[src/rtl/qmix_pkg.sv]
package qmix_pkg;
  localparam int PH_W   = 3;
  localparam int COEF_W = 17;
  localparam int FRAC_W = COEF_W - 2;
  localparam int UNITY  = 2 ** FRAC_W;
  localparam int HALF_R2 = 23170;

  typedef enum logic [1:0] {
    SH_NONE = 2'b00,
    SH_FS2  = 2'b01,
    SH_FS4  = 2'b10,
    SH_FS8  = 2'b11
  } shift_sel_e;

  function automatic logic [PH_W-1:0] phase_step(logic [1:0] sel);
    case (shift_sel_e'(sel))
      SH_FS2:  return PH_W'(4);
      SH_FS4:  return PH_W'(2);
      SH_FS8:  return PH_W'(1);
      default: return '0;
    endcase
  endfunction

  function automatic logic signed [COEF_W-1:0] cos_lut(logic [PH_W-1:0] k);
    case (k)
      3'd0:    return COEF_W'(UNITY);
      3'd1:    return COEF_W'(HALF_R2);
      3'd3:    return COEF_W'(-HALF_R2);
      3'd4:    return COEF_W'(-UNITY);
      3'd5:    return COEF_W'(-HALF_R2);
      3'd7:    return COEF_W'(HALF_R2);
      default: return '0;
    endcase
  endfunction
endpackage

[src/rtl/qmix_phase.sv]
module qmix_phase
  import qmix_pkg::*;
(
  input  logic            clk_i,
  input  logic            rst_ni,
  input  logic [1:0]      shift_sel_i,
  output logic [PH_W-1:0] phase_o
);
  logic [1:0]      sel_q;
  logic [PH_W-1:0] ph_q;
  logic            sel_chg;

  assign sel_chg = (shift_sel_i != sel_q);
  assign phase_o = sel_chg ? '0 : ph_q;

  always_ff @(posedge clk_i or negedge rst_ni) begin
    if (!rst_ni) begin
      sel_q <= 2'b00;
      ph_q  <= '0;
    end else begin
      sel_q <= shift_sel_i;
      ph_q  <= phase_o + phase_step(shift_sel_i);
    end
  end

  p_fs2_grid_r3: assert property (@(posedge clk_i) disable iff (!rst_ni)
    (shift_sel_i == SH_FS2) |-> (phase_o[1:0] == 2'b00));
  p_fs4_grid_r3: assert property (@(posedge clk_i) disable iff (!rst_ni)
    (shift_sel_i == SH_FS4) |-> (phase_o[0] == 1'b0));
  p_restart_r4: assert property (@(posedge clk_i) disable iff (!rst_ni)
    (shift_sel_i != $past(shift_sel_i)) |-> (phase_o == '0));
endmodule

[src/rtl/qmix_carrier.sv]
module qmix_carrier
  import qmix_pkg::*;
(
  input  logic [PH_W-1:0]          phase_i,
  input  logic                     rot_pos_i,
  output logic signed [COEF_W-1:0] cos_o,
  output logic signed [COEF_W-1:0] sin_o
);
  logic signed [COEF_W-1:0] sin_raw;

  assign cos_o   = cos_lut(phase_i);
  // sine lags cosine by a quarter turn = two table points
  assign sin_raw = cos_lut(phase_i - PH_W'(2));
  assign sin_o   = rot_pos_i ? sin_raw : -sin_raw;
endmodule

[src/rtl/qmix_rotator.sv]
module qmix_rotator #(
  parameter int DATA_W = 12,
  parameter int COEF_W = 17,
  parameter int FRAC_W = 15
) (
  input  logic                     clk_i,
  input  logic                     rst_ni,
  input  logic signed [DATA_W-1:0] a_i,
  input  logic signed [DATA_W-1:0] b_i,
  input  logic signed [COEF_W-1:0] cos_i,
  input  logic signed [COEF_W-1:0] sin_i,
  input  logic                     cplx_i,
  output logic signed [DATA_W-1:0] re_o,
  output logic signed [DATA_W-1:0] im_o
);
  localparam int PROD_W = DATA_W + COEF_W;
  localparam int SUM_W  = PROD_W + 1;
  localparam logic signed [SUM_W-1:0] RND_HALF = SUM_W'(2 ** (FRAC_W - 1));
  localparam logic signed [SUM_W-1:0] MAX_S    = SUM_W'(2 ** (DATA_W - 1) - 1);
  localparam logic signed [SUM_W-1:0] MIN_S    = -MAX_S - SUM_W'(1);
  localparam logic signed [COEF_W-1:0] UNITY_C = COEF_W'(2 ** FRAC_W);

  logic signed [COEF_W-1:0] s_eff;
  logic signed [DATA_W-1:0] res [2];
  logic signed [DATA_W-1:0] out_q [2];

  assign s_eff = cplx_i ? sin_i : '0;

  for (genvar ch = 0; ch < 2; ch++) begin : g_ch
    logic signed [PROD_W-1:0] p_main, p_cross;
    logic signed [SUM_W-1:0]  sum, rnd;
    if (ch == 0) begin : g_re
      assign p_main  = a_i * cos_i;
      assign p_cross = -(b_i * s_eff);
    end else begin : g_im
      assign p_main  = b_i * cos_i;
      assign p_cross = a_i * s_eff;
    end
    assign sum = SUM_W'(p_main) + SUM_W'(p_cross);
    assign rnd = (sum + RND_HALF) >>> FRAC_W;
    always_comb begin
      if (rnd > MAX_S)      res[ch] = MAX_S[DATA_W-1:0];
      else if (rnd < MIN_S) res[ch] = MIN_S[DATA_W-1:0];
      else                  res[ch] = rnd[DATA_W-1:0];
    end
    always_ff @(posedge clk_i or negedge rst_ni) begin
      if (!rst_ni) out_q[ch] <= '0;
      else         out_q[ch] <= res[ch];
    end
  end

  assign re_o = out_q[0];
  assign im_o = out_q[1];

  p_unity_exact_r8: assert property (@(posedge clk_i) disable iff (!rst_ni)
    (cos_i == UNITY_C && s_eff == '0) |=> (re_o == $past(a_i) && im_o == $past(b_i)));
  p_real_null_r5: assert property (@(posedge clk_i) disable iff (!rst_ni)
    (!cplx_i && cos_i == '0) |=> (re_o == '0 && im_o == '0));
endmodule

[src/rtl/quad_mixer.sv]
module quad_mixer
  import qmix_pkg::*;
#(
  parameter int DATA_W = 12
) (
  input  logic              clk_i,
  input  logic              rst_ni,
  input  logic [DATA_W-1:0] i_data_i,
  input  logic [DATA_W-1:0] q_data_i,
  input  logic [1:0]        shift_sel_i,
  input  logic              real_mix_i,
  input  logic              rot_pos_i,
  output logic [DATA_W-1:0] i_data_o,
  output logic [DATA_W-1:0] q_data_o
);
  logic [PH_W-1:0]          phase;
  logic signed [COEF_W-1:0] cos_c, sin_c;
  logic signed [DATA_W-1:0] re_s, im_s;

  qmix_phase u_phase (
    .clk_i       (clk_i),
    .rst_ni      (rst_ni),
    .shift_sel_i (shift_sel_i),
    .phase_o     (phase)
  );

  qmix_carrier u_carrier (
    .phase_i   (phase),
    .rot_pos_i (rot_pos_i),
    .cos_o     (cos_c),
    .sin_o     (sin_c)
  );

  qmix_rotator #(
    .DATA_W (DATA_W),
    .COEF_W (COEF_W),
    .FRAC_W (FRAC_W)
  ) u_rot (
    .clk_i  (clk_i),
    .rst_ni (rst_ni),
    .a_i    ($signed(i_data_i)),
    .b_i    ($signed(q_data_i)),
    .cos_i  (cos_c),
    .sin_i  (sin_c),
    .cplx_i (!real_mix_i),
    .re_o   (re_s),
    .im_o   (im_s)
  );

  assign i_data_o = re_s;
  assign q_data_o = im_s;

  p_bypass_r2: assert property (@(posedge clk_i) disable iff (!rst_ni)
    (shift_sel_i == SH_NONE) |=> (i_data_o == $past(i_data_i) && q_data_o == $past(q_data_i)));
endmodule

[config.mk]
export PLATFORM = sky130hd
export DESIGN_NAME = quad_mixer
export DESIGN_NICKNAME = d
export VERILOG_FILES = /design/src/rtl/qmix_pkg.sv /design/src/rtl/qmix_phase.sv /design/src/rtl/qmix_carrier.sv /design/src/rtl/qmix_rotator.sv /design/src/rtl/quad_mixer.sv
export SDC_FILE = /design/constraint.sdc
export NUM_CORES = 2
export LEC_CHECK = 0
export ABC_CLOCK_PERIOD_IN_PS = 12450
export BUFFER_PORTS_ARGS = -buffer_cell sky130_fd_sc_hd__buf_2
export CAP_MARGIN = 40
export CORE_MARGIN = 2
export CORE_UTILIZATION = 67
export DETAILED_ROUTE_END_ITERATION = 10
export PLACE_DENSITY = 0.84
export SETUP_SLACK_MARGIN = 0.15
export SLEW_MARGIN = 20
export SYNTH_ARGS = -nofsm -noshare
export SYNTH_HDL_FRONTEND = slang
export SYNTH_SLANG_ARGS = --single-unit
[constraint.sdc]
create_clock -name clk_i -period 12.45 [get_ports clk_i]
set_clock_uncertainty 0.05 [all_clocks]
set_input_delay 2.49 -clock clk_i [delete_from_list [all_inputs] [get_ports clk_i]]
set_output_delay 2.49 -clock clk_i [all_outputs]
set_load 0.02 [all_outputs]
# Word level (Yosys, flattened, before mapping)
# Index checks and enable logic that the tools add are counted.
# word_totals
reg_bits	29
inputBits	30
out_inout_bits	24
# classes
n_addsub	8
multipliers	4
magnitude_cmp	4
n_eq_ne	14
mux	10
n_reduce_logical	6
# op_table
op	count
one-hot mux 17 bit (4 select lines)	2
multiplier 12 x 17 -> 29 bit	4
adder 29 x 29 -> 30 bit	2
adder 30 x 16 -> 30 bit, second input constant	2
2-to-1 mux 12 bit	4
2-to-1 mux 17 bit	2
greater-than comparator 15 x 12 -> 1 bit, second input constant	2
< comparator 15 x 12 -> 1 bit, second input constant	2
negation 29 bit	1
equality test 3 bit, second input constant	6
negation 17 bit	1
one-hot mux 3 bit (3 select lines)	1
OR reduction 2 bit	4
equality test 3 x 1 -> 1 bit, second input constant	2
equality test 3 x 2 -> 1 bit, second input constant	2
zero test 3 bit	2
equality test 2 bit, second input constant	2
adder 3 bit	1
2-to-1 mux 3 bit	1
subtractor 3 x 2 -> 3 bit, second input constant	1
equality test 2 x 1 -> 1 bit, second input constant	1
!= test 2 bit	1

# Logic depth before layout (Yosys ltp)
# depth
ltp_word	16
mapped_depth	38
ltp_nobuf	33

# Hierarchy
# Synthesis repeated with hierarchy kept, for this count alone.
# hier_totals
hier_cells	3367
hier_area_um2	31416.4
# by_module_without_submodules
module	instances	cells_each	area_each_um2	seq_area_each_um2
qmix_rotator	1	3298	30829.6	600.6
qmix_carrier	1	45	311.5	0.0
qmix_phase	1	23	271.5	125.1
quad_mixer	1	1	3.8	0.0

# Least setup slack after synthesis
# No wires, ideal clock.
# synth_timing
kind	input -> register
start	in shift_sel_i[1]
end	reg u_rot.out_q, in the netlist u_rot.im_o[10]
setup_time_ns	0.128
arrival_ns	10.586
required_time_ns	12.272
slack_ns	1.685
stages	31
cell_sequence	xor2_1 nor2_1 nand2_1 inv_2 clkbuf_1 nand2_1 ha_1 or2_2 a21oi_1 clkbuf_1 nand2_1 fa_1 inv_1 fa_1 fa_1 fa_1 fa_1 fa_1 inv_1 fa_1 inv_1 ha_1 nand2_1 or3_1 o31ai_4 a41o_2 xor2_1 a311o_1 a221oi_2 buf_6 a21oi_2
# synth_lines
item	line_no	text
from (decl)	quad_mixer.sv:10	input logic [1:0] shift_sel_i,
to (signal, indexed assignment)	qmix_rotator.sv:48	else out_q[ch] <= res[ch];
to (decl)	qmix_rotator.sv:25	logic signed [DATA_W-1:0] out_q [2];

==> run summary <==
Critical Path Slowest Stage Cell -> sky130_fd_sc_hd__fa_1
cell area after layout -> 27100 sq um
post-place instance area -> 26900 sq um
placer congestion estimate -> 0.987
clock tree from TritonCTS -> yes
most used cell along the critical path -> sky130_fd_sc_hd__fa_1
post-synthesis cell area -> 26000 sq um
CTS root buffer -> sky130_fd_sc_hd__clkbuf_16
post-detailed-route via-to-cell ratio -> 5.50
Setup crit start kind -> input port
post-layout util -> 0.705
global-route wire length before repair -> 106000 um
largest area contributor in the synthesized netlist -> sky130_fd_sc_hd__fa_1
post-route DRC violation count -> 0
Worst Max-Slew Pin Slew -> 0.841 ns
later-pin clock latency in the skew report -> 0.30 ns
distinct cell type count of the synthesized netlist -> 62
Synthesized Nets -> 3621
total I/O pin count -> 54
detailed-route wire length per cell -> 20.4 um
number of non-filler instances in the completed layout -> 3186
setup bufs post-CTS -> 0
H-Tree Level Count -> 2
number of fill cells in the layout -> 2902
number of nets in the layout -> 3666
vias in the first global route -> 20.0k
syn avg cell area -> 9.92 sq um
setup repair after global routing missed its margin -> no
die height -> 201 um
Overall Global Routing Usage -> 0.352
most instantiated flip-flop cell in the synthesis netlist -> sky130_fd_sc_hd__dfrtp_1
Post-Synthesis Cells -> 2622
start-to-end type of the worst setup path -> input port to flop
maxcap violations -> 0
initial antenna violation count -> 0
fraction of post-synthesis cell area in the top cell type by area -> 0.595
post-layout min period -> 11.36 ns
Critical Path Start -> shift_sel_i[1]
number of buffers on the longest clock path -> 2
proportion of synthesized flip-flops having asynchronous set or reset -> 1.00
CTS sink cnt -> 29
reg2reg start -> u_phase.sel_q[1]
category of the worst setup path capture point -> flop
Vias -> 17.5k
R2R Setup Slk -> 3.04 ns
row count -> 72
Area growth, synth to finish -> 4.28%
area of the die -> 40400 sq um
Final ANT Viol Nets -> 0
register bit total from synthesis -> 29
total of hold buffers inserted after clock tree synthesis -> 0
die boundary width -> 201 um
leading cell types by total area after synthesis -> sky130_fd_sc_hd__fa_1 60%, sky130_fd_sc_hd__inv_1 14%, sky130_fd_sc_hd__ha_1 9.4%
Post-synth EDFFs -> 0
grt total ovfl -> 0
cts bufs inserted -> 5
Core Box Area -> 38500 sq um
worst hold start -> u_phase.ph_q[2]
clock-pin slew reported for the worst setup and hold paths after clock tree synthesis -> 0.06 ns
CP required -> 12.55 ns
Final Slew Violations -> 0
Starting Density -> 0.676
total negative setup slack -> 0 ns
Yosys warnings -> 0
fraction of final layout cells sized beyond drive strength 1 -> 0.0457
largest incremental delay on the critical path -> 0.56 ns
result of the run -> finished clean
headroom to the max-slew limit -> 0.435
largest net degree at the start of global routing -> 38
total iterations of the first detailed-routing run -> 5
Achievable Freq -> 88.0 MHz
Final HPWL DP -> 57900 um
final period utilization -> 0.912
DRC marker count from the first detailed-route iteration -> 1499
worst endpoint data arrival time -> 11.46 ns
largest fanout on the critical path -> 32
Hold Fails Final Rpt -> 0
port bufs -> 53
total wirelength of the detailed-routed design -> 64900 um
count of instances resized after the clock tree is built -> 0
antenna cells -> 0
Hold Path Class -> flop to flop
proportion of synthesized chip area in sequential cells -> 0.0279
final count of negative-setup-slack endpoints -> 0
Post-Place Cells -> 3172
layer usage:
metal,vias up,GRT usage,wire length [um]
met1,9102,0.473,24400
li1,7476,-,-
met4,0,0.125,2910
met5,-,0,0
met3,175,0.0807,6370
met2,766,0.570,31100
cell usage after synthesis, types with 8 or more instances:
master and number:
sky130_fd_sc_hd__o21a_1 8, sky130_fd_sc_hd__a21o_1 16, sky130_fd_sc_hd__or2_2 8, sky130_fd_sc_hd__nand3_1 12, sky130_fd_sc_hd__nor3_1 10, sky130_fd_sc_hd__a31oi_1 8, sky130_fd_sc_hd__a21oi_2 11, sky130_fd_sc_hd__clkbuf_1 34
sky130_fd_sc_hd__xnor2_1 47, sky130_fd_sc_hd__a21oi_1 51, sky130_fd_sc_hd__nor2_1 65, sky130_fd_sc_hd__dfrtp_1 29, sky130_fd_sc_hd__o21ai_0 28, sky130_fd_sc_hd__xor2_1 26, sky130_fd_sc_hd__nand2_1 167, sky130_fd_sc_hd__fa_1 773
sky130_fd_sc_hd__and2_1 73, sky130_fd_sc_hd__inv_1 958, sky130_fd_sc_hd__o21ai_1 15, sky130_fd_sc_hd__ha_1 196, sky130_fd_sc_hd__nand2b_1 8
flip-flops by register name, summed over array words and instances, names as in the netlist:
| name | flops |
|---|---|
| u_rot.im_o | 12 |
| u_phase.sel_q | 2 |
| u_phase.ph_q | 3 |
| u_rot.re_o | 12 |
placed cells by master (no fill, tap or decap), drive strengths merged, types with 3 or more instances in the layout:
master	n
dfrtp	29
or2	9
a311o	3
a211oi	6
nand2	167
o211ai	6
nor2	65
buf	80
a21o	16
and3	7
clkbuf	6
o21ai	43
nand2b	8
a21oi	62
and2	73
nand3	12
fa	773
a31oi	8
nor4	5
ha	196
o21a	8
clkinv	3
inv	962
xnor2	48
xor2	26
a211o	3
nor3	11
worst max-delay path, delay by kind of cell:
| family | cells | cell delay (ns) |
|---|---|---|
| AO/OA/AOI/OAI | 6 | 1.50 |
| XOR/XNOR | 2 | 0.38 |
| adder cells (fa/ha/maj) | 9 | 4.18 |
| buffers and inverters | 8 | 0.95 |
| AND/OR/NAND/NOR | 8 | 1.91 |
metrics by stage:
step	hold slack, ns	setup slack, ns
global placement	0.676	1.28
finish	0.723	1.09
CTS	0.713	1.26
detailed placement	0.703	0.974
floorplan	0.702	1.69
global route	0.760	0.708
cell type report:
cell class | count | area, sq um | area share
timing repair buffer | 80 | 488 | 0.0180
tap | 518 | 648 | 0.0239
clock inverter | 2 | 10.0 | 0.000369
multi-input combinational | 1588 | 21500 | 0.793
clock buffer | 6 | 129 | 0.00475
inverter | 963 | 3610 | 0.133
sequential | 29 | 726 | 0.0268
final timing paths:
| path | end | cells past startpoint |
|---|---|---|
| max reg2reg | u_rot.im_o[0] | 32 |
| max in group asynchronous | u_rot.im_o[0] | 2 |
| min | u_phase.ph_q[2] | 2 |
| min reg2reg | u_phase.ph_q[2] | 2 |
| min in group asynchronous | u_rot.re_o[10] | 1 |
| max | u_rot.im_o[0] | 33 |
kinds of logic (layout without fill, tap and decap cells):
group,count (synthesis),in the layout,share of synthesized area
fa+ha+maj,969,969,0.689
compound gates,176,176,0.0447
simple gates,366,366,0.0658
xor+xnor,74,74,0.0252
mux,3,3,0.00120
buf+inv,1005,1051,0.146
flops,29,29,0.0279
Power is not shown: default switching activity piles up to over one toggle a cycle in this logic, so the estimate is an artifact.
